==> config.mk <==
export PLATFORM = sky130hd
export DESIGN_NAME = irq_gather_ctrl
export DESIGN_NICKNAME = d
export VERILOG_FILES = /design/src/rtl/irqg_pkg.sv /design/src/rtl/irqg_rst_sync.sv /design/src/rtl/irqg_regs.sv /design/src/rtl/irqg_route.sv /design/src/rtl/irq_gather_ctrl.sv
export SDC_FILE = /design/constraint.sdc
export NUM_CORES = 1
export LEC_CHECK = 0
export BUFFER_PORTS_ARGS = -buffer_cell sky130_fd_sc_hd__buf_4
export CAP_MARGIN = 20
export CORE_MARGIN = 5
export CORE_UTILIZATION = 33
export CTS_BUF_LIST = sky130_fd_sc_hd__clkbuf_4 sky130_fd_sc_hd__clkbuf_8
export DETAILED_ROUTE_END_ITERATION = 6
export GPL_TIMING_DRIVEN = 1
export SYNTH_ARGS = -nofsm -noshare
export SYNTH_HDL_FRONTEND = slang
export SYNTH_SLANG_ARGS = --single-unit
==> constraint.sdc <==
create_clock -name clk -period 2.85 [get_ports clk]
set_input_delay 0 -clock clk [delete_from_list [all_inputs] [get_ports clk]]
set_output_delay 0 -clock clk [all_outputs]
set_load 0.005 [all_outputs]
==> src/rtl/irqg_pkg.sv <==
package irqg_pkg;

  localparam int unsigned IRQG_W = 32;

  // Word offsets decoded inside the register window
  localparam logic [3:0] OFS_MSTAT = 4'd0;
  localparam logic [3:0] OFS_RAW   = 4'd1;
  localparam logic [3:0] OFS_ENSET = 4'd2;
  localparam logic [3:0] OFS_ENCLR = 4'd3;
  localparam logic [3:0] OFS_SWSET = 4'd4;
  localparam logic [3:0] OFS_SWCLR = 4'd5;
  localparam logic [3:0] OFS_DRSET = 4'd8;
  localparam logic [3:0] OFS_DRCLR = 4'd9;

  function automatic logic [IRQG_W-1:0] route_window(int unsigned lo, int unsigned hi);
    logic [IRQG_W-1:0] m;
    m = '0;
    for (int unsigned b = 0; b < IRQG_W; b++) begin
      if (b >= lo && b <= hi) m[b] = 1'b1;
    end
    return m;
  endfunction

endpackage

==> src/rtl/irqg_rst_sync.sv <==
module irqg_rst_sync #(
  parameter int unsigned STAGES = 2
) (
  input  logic clk,
  input  logic rst_n,
  output logic rst_sync_n
);

  logic [STAGES-1:0] sync_q;

  always_ff @(posedge clk or negedge rst_n) begin
    if (!rst_n) sync_q <= '0;
    else        sync_q <= {sync_q[STAGES-2:0], 1'b1};
  end

  assign rst_sync_n = sync_q[STAGES-1];

endmodule

==> src/rtl/irqg_regs.sv <==
module irqg_regs
  import irqg_pkg::*;
#(
  parameter int unsigned       ADDR_W  = 12,
  parameter logic [IRQG_W-1:0] DR_MASK = '0
) (
  input  logic              clk,
  input  logic              rst_n,
  input  logic              bus_sel,
  input  logic              bus_wr,
  input  logic [ADDR_W-1:0] bus_addr,
  input  logic [IRQG_W-1:0] bus_wdata,
  output logic [IRQG_W-1:0] bus_rdata,
  input  logic [IRQG_W-1:0] raw_lvl,
  output logic [IRQG_W-1:0] en_mask,
  output logic              swi,
  output logic [IRQG_W-1:0] dr_en
);

  localparam int unsigned WORD_W = ADDR_W - 2;

  logic [WORD_W-1:0] word;
  logic [3:0]        ofs;
  logic              low_hit;
  logic              wr_go;
  logic              rd_go;
  logic              unused_byte_bits;

  assign word             = bus_addr[ADDR_W-1:2];
  assign ofs              = word[3:0];
  assign low_hit          = (word[WORD_W-1:4] == '0);
  assign wr_go            = bus_sel & bus_wr & low_hit;
  assign rd_go            = bus_sel & ~bus_wr & low_hit;
  assign unused_byte_bits = ^bus_addr[1:0];

  // Enable mask
  logic              en_ce;
  logic [IRQG_W-1:0] en_d, en_q;

  always_comb begin
    en_ce = wr_go & ((ofs == OFS_ENSET) | (ofs == OFS_ENCLR));
    if (ofs == OFS_ENSET) en_d = en_q | bus_wdata;
    else                  en_d = en_q & ~bus_wdata;
  end

  always_ff @(posedge clk or negedge rst_n) begin
    if (!rst_n)     en_q <= '0;
    else if (en_ce) en_q <= en_d;
  end

  // Software interrupt bit
  logic sw_ce, sw_d, sw_q;

  always_comb begin
    sw_ce = wr_go & ((ofs == OFS_SWSET) | (ofs == OFS_SWCLR)) & (|bus_wdata);
    sw_d  = (ofs == OFS_SWSET);
  end

  always_ff @(posedge clk or negedge rst_n) begin
    if (!rst_n)     sw_q <= 1'b0;
    else if (sw_ce) sw_q <= sw_d;
  end

  // Direct-route enable, only window bits are writable
  logic              dr_ce;
  logic [IRQG_W-1:0] dr_d, dr_q;

  always_comb begin
    dr_ce = wr_go & ((ofs == OFS_DRSET) | (ofs == OFS_DRCLR));
    if (ofs == OFS_DRSET) dr_d = dr_q | (bus_wdata & DR_MASK);
    else                  dr_d = dr_q & ~bus_wdata;
  end

  always_ff @(posedge clk or negedge rst_n) begin
    if (!rst_n)     dr_q <= '0;
    else if (dr_ce) dr_q <= dr_d;
  end

  // Read mux
  always_comb begin
    bus_rdata = '0;
    if (rd_go) begin
      case (ofs)
        OFS_MSTAT: bus_rdata = raw_lvl & en_q;
        OFS_RAW:   bus_rdata = raw_lvl;
        OFS_ENSET: bus_rdata = en_q;
        OFS_SWSET: bus_rdata = {{(IRQG_W-1){1'b0}}, raw_lvl[0]};
        OFS_DRSET: bus_rdata = dr_q;
        default:   bus_rdata = '0;
      endcase
    end
  end

  assign en_mask = en_q;
  assign swi     = sw_q;
  assign dr_en   = dr_q;

endmodule

==> src/rtl/irqg_route.sv <==
module irqg_route
  import irqg_pkg::*;
#(
  parameter int unsigned DR_LO = 21,
  parameter int unsigned DR_HI = 30
) (
  input  logic              clk,
  input  logic              rst_n,
  input  logic [IRQG_W-1:0] raw_lvl,
  input  logic [IRQG_W-1:0] en_mask,
  input  logic [IRQG_W-1:0] dr_en,
  output logic              irq_out,
  output logic [IRQG_W-1:0] direct_out
);

  localparam logic [IRQG_W-1:0] DR_MASK = route_window(DR_LO, DR_HI);

  logic unused_dr;
  assign unused_dr = ^(dr_en & ~DR_MASK);

  // Masked OR reduction, registered
  logic comb_d, comb_q, comb_ce;

  always_comb begin
    comb_d  = |(raw_lvl & en_mask);
    comb_ce = (comb_d != comb_q);
  end

  always_ff @(posedge clk or negedge rst_n) begin
    if (!rst_n)       comb_q <= 1'b0;
    else if (comb_ce) comb_q <= comb_d;
  end

  assign irq_out = comb_q;

  // Per-line direct routing inside the window
  for (genvar i = 0; i < IRQG_W; i++) begin : g_line
    if (i >= DR_LO && i <= DR_HI) begin : g_route
      logic line_d, line_q, line_ce;

      always_comb begin
        line_d  = raw_lvl[i] & dr_en[i];
        line_ce = (line_d != line_q);
      end

      always_ff @(posedge clk or negedge rst_n) begin
        if (!rst_n)       line_q <= 1'b0;
        else if (line_ce) line_q <= line_d;
      end

      assign direct_out[i] = line_q;
    end else begin : g_tie
      assign direct_out[i] = 1'b0;
    end
  end

endmodule

==> src/rtl/irq_gather_ctrl.sv <==
module irq_gather_ctrl
  import irqg_pkg::*;
#(
  parameter int unsigned ADDR_W = 12,
  parameter int unsigned DR_LO  = 21,
  parameter int unsigned DR_HI  = 30
) (
  input  logic              clk,
  input  logic              rst_n,
  input  logic [IRQG_W-1:0] irq_in,
  input  logic              bus_sel,
  input  logic              bus_wr,
  input  logic [ADDR_W-1:0] bus_addr,
  input  logic [IRQG_W-1:0] bus_wdata,
  output logic [IRQG_W-1:0] bus_rdata,
  output logic              irq_out,
  output logic [IRQG_W-1:0] direct_out
);

  localparam logic [IRQG_W-1:0] DR_MASK = route_window(DR_LO, DR_HI);

  logic              rst_sync_n;
  logic [IRQG_W-1:0] raw_lvl;
  logic [IRQG_W-1:0] en_mask;
  logic [IRQG_W-1:0] dr_en;
  logic              swi;

  irqg_rst_sync #(.STAGES(2)) u_rst (
    .clk        (clk),
    .rst_n      (rst_n),
    .rst_sync_n (rst_sync_n)
  );

  assign raw_lvl = irq_in | {{(IRQG_W-1){1'b0}}, swi};

  irqg_regs #(.ADDR_W(ADDR_W), .DR_MASK(DR_MASK)) u_regs (
    .clk       (clk),
    .rst_n     (rst_sync_n),
    .bus_sel   (bus_sel),
    .bus_wr    (bus_wr),
    .bus_addr  (bus_addr),
    .bus_wdata (bus_wdata),
    .bus_rdata (bus_rdata),
    .raw_lvl   (raw_lvl),
    .en_mask   (en_mask),
    .swi       (swi),
    .dr_en     (dr_en)
  );

  irqg_route #(.DR_LO(DR_LO), .DR_HI(DR_HI)) u_route (
    .clk        (clk),
    .rst_n      (rst_sync_n),
    .raw_lvl    (raw_lvl),
    .en_mask    (en_mask),
    .dr_en      (dr_en),
    .irq_out    (irq_out),
    .direct_out (direct_out)
  );

endmodule

==> impl_metrics.ini <==
[status]
status = finished, final reports clean

[placed_design]
dp_hpwl_mm = 10.0
dpl_worst_slack_ns = 0.692
numPortBuffers = 120
gp_congestion = 0.809
postPlaceCellArea_sq_mm = 0.00535

[grt]
grt_start_max_net_pins = 50
grt_first_pass_wirelength_mm = 22.3
grt_overflow = 0
track_usage_pct = 17.9
grt_pass1_vias = 4118
grt_antenna_before_repair = 0

[finish]
diodes = 0
layout_common_cells = buf_4 (131), dfrtp_1 (77), nand2_1 (49), dlygate4sd3_1 (46), inv_1 (45)
drive_gt1_share_pct = 26.9
final_area_sq_mm = 0.00600
nets = 684
final_common_cell = buf_4
final_util_pct = 45.7
syn_to_final_growth_pct = 36.7

[clocking]
clk_pin_slew_worst_paths_ns = 0.08
cts_tree = yes
htree_levels = 3
postCtsSetupBuffers = 0
clock_latency_ns = 0.36
cts.path.max_buffers = 2
cts_buffers = 9
cts_sinks = 78
root_buffer = clkbuf_8

[yosys]
ys_seq_area_share_pct = 44.5
synth_cell_type_count = 39
async_flop_share_pct = 100
synth_area_sq_mm = 0.00439
synthesis.yosys.warnings = 0
synth_edf_count = 0
synthFlopType = dfrtp_1
synth-seq-cells = 78
syn_avg_cell_area_sq_um = 9.65
netlist_instances = 455

[detailed_routing]
drc = 0
viasPerCell = 5.13
ant_nets = 0
drt-pass1-iter-count = 5
drtIter0Drc = 331
wirelength_mm = 14.3
wl_per_cell_um = 18.2
num_vias = 4030

[die]
die_area_sq_mm = 0.0157
rows = 42
start_util_pct = 33.4
core_sq_mm = 0.0131
die_x_um = 125
pin_count = 145
dieHeight_um = 125

[flow_run]
cap_violations = 0

[power_and_ir_drop]
cellLeakagePower_nw = 3.20
switching_share_pct = 25.4
switchingPower_mw = 0.587
ir_worst_vdd_v = 0.000176
p_int_mw = 1.72
p_comb_share_pct = 14.2
clockPowerShare_pct = 36.7
sequentialPowerShare_pct = 49.1
pwr_density_cell_mw_per_mm2 = 384

[critical_path]
crit_type = in -> out
cp_data_required_time_ns = 2.85
arrival_ns = 1.84
end_kind = output pin
start_kind = primary input
worst-path-max-fanout = 11

[sta]
tightest_slew_ns = 0.677
relSlewSlack_pct = 54.8
hold_viol = 0
rsz0062_at_grt = no
fmax_mhz = 542
fin_ws_ns = 1.01
setup_viol_count_final = 0
tns_ns = 0
finalCriticalPeriod_ns = 1.84
final.period_utilization_pct = 64.7
maxSlewViolCount = 0
skew_ns = 0.00840

[min_path]
holdCritPathClass = in -> reg
metal layers:
layer / GRT usage [%] / up-vias / routed length (um)
li1: - / 1855 / -
met1: 24.7 / 1989 / 6430
met2: 27.5 / 163 / 6600
met3: 3.75 / 23 / 888
met4: 7.40 / 0 / 365
met5: 0 / - / 0
final cells by class:
type	count	area, sq um
Clock inverter	4	47.5
Fill cell	1253	7140
Inverter	45	169
Timing Repair Buffer	178	1460
Clock buffer	12	146
Sequential cell	78	1950
Tap cell	176	220
Multi-Input combinational cell	292	2000
cell usage after synthesis, types with 2 or more instances:
| cell type | count | area [sq um] |
|---|---|---|
| nand4_1 | 5 | 31.3 |
| or3b_2 | 2 | 17.5 |
| buf_4 | 32 | 240 |
| inv_1 | 45 | 169 |
| and2_1 | 10 | 62.6 |
| dfrtp_1 | 78 | 1950 |
| buf_1 | 5 | 18.8 |
| a21boi_0 | 22 | 165 |
| conb_1 | 2 | 7.51 |
| nor4_1 | 11 | 68.8 |
| mux2i_1 | 43 | 430 |
| nand2_2 | 5 | 31.3 |
| clkbuf_1 | 19 | 71.3 |
| nor3_1 | 4 | 20.0 |
| nand2_1 | 49 | 184 |
| a21oi_1 | 12 | 60.1 |
| a22oi_1 | 14 | 105 |
| nor2_1 | 22 | 82.6 |
| nor4_4 | 2 | 42.5 |
| o221ai_1 | 11 | 96.3 |
| a21o_1 | 20 | 150 |
| buf_6 | 3 | 33.8 |
| buf_2 | 2 | 10.0 |
| a222oi_1 | 21 | 210 |
| nor4b_1 | 2 | 17.5 |
power groups by stage:
stage / sequential, mW / clock [mW] / combinational, mW
after floorplan: 1.16 / 0 / 0.131
after global placement: 1.16 / 0 / 0.271
after detailed placement: 1.16 / 0 / 0.275
after CTS: 1.13 / 0.874 / 0.326
after global routing: 1.14 / 0.918 / 0.353
final: 1.13 / 0.847 / 0.327
cell families after synthesis:
group	Yosys count	synth area share, %
fa+ha+maj	1	0.228
buf+inv	106	12.4
xor+xnor	1	0.200
compound gates	106	18.9
flops	78	44.5
mux	43	9.80
simple gates	118	13.9
other cells	2	0.171
worst paths after layout:
check                           startpoint  slack (ns)  depth (start not counted)               end
hold / removal                  irq_in[11]        0.04                          5   u_route.irq_out
setup / recovery               bus_addr[7]        1.01                          7      bus_rdata[0]
max in group asynchronous  u_rst.sync_q[1]        1.83                          1  u_regs.dr_en[15]
min in group asynchronous  u_rst.sync_q[1]        0.30                          0         async pin
setup reg to reg                 flip-flop        1.26                          4   u_route.irq_out
hold reg to reg            u_rst.sync_q[1]        0.30                          0         async pin
stage by stage:
stage	power, mW	std cells	hold WS (ns)
final	2.31	785	0.0440
after global routing	2.41	785	0.0532
after CTS	2.33	785	0.0281
after detailed placement	1.43	723	-0.215
after global placement	1.43	723	-0.217
after floorplan	1.29	476	-0.296
worst max-delay path: stages:
cell and delay (ns):
buf_4 0.11, or4_4 0.58, nor3_1 0.25, o21ai_2 0.24, buf_4 0.26, a21oi_1 0.24, buf_4 0.17
repair_timing:
action	in CTS	in global routing
endpoints found under the hold margin	77	0
endpoints found under the setup margin	0	0
gates resized for setup	0	0
hold buffers	46	0
Note: power is estimated with default switching activity, not from simulation.
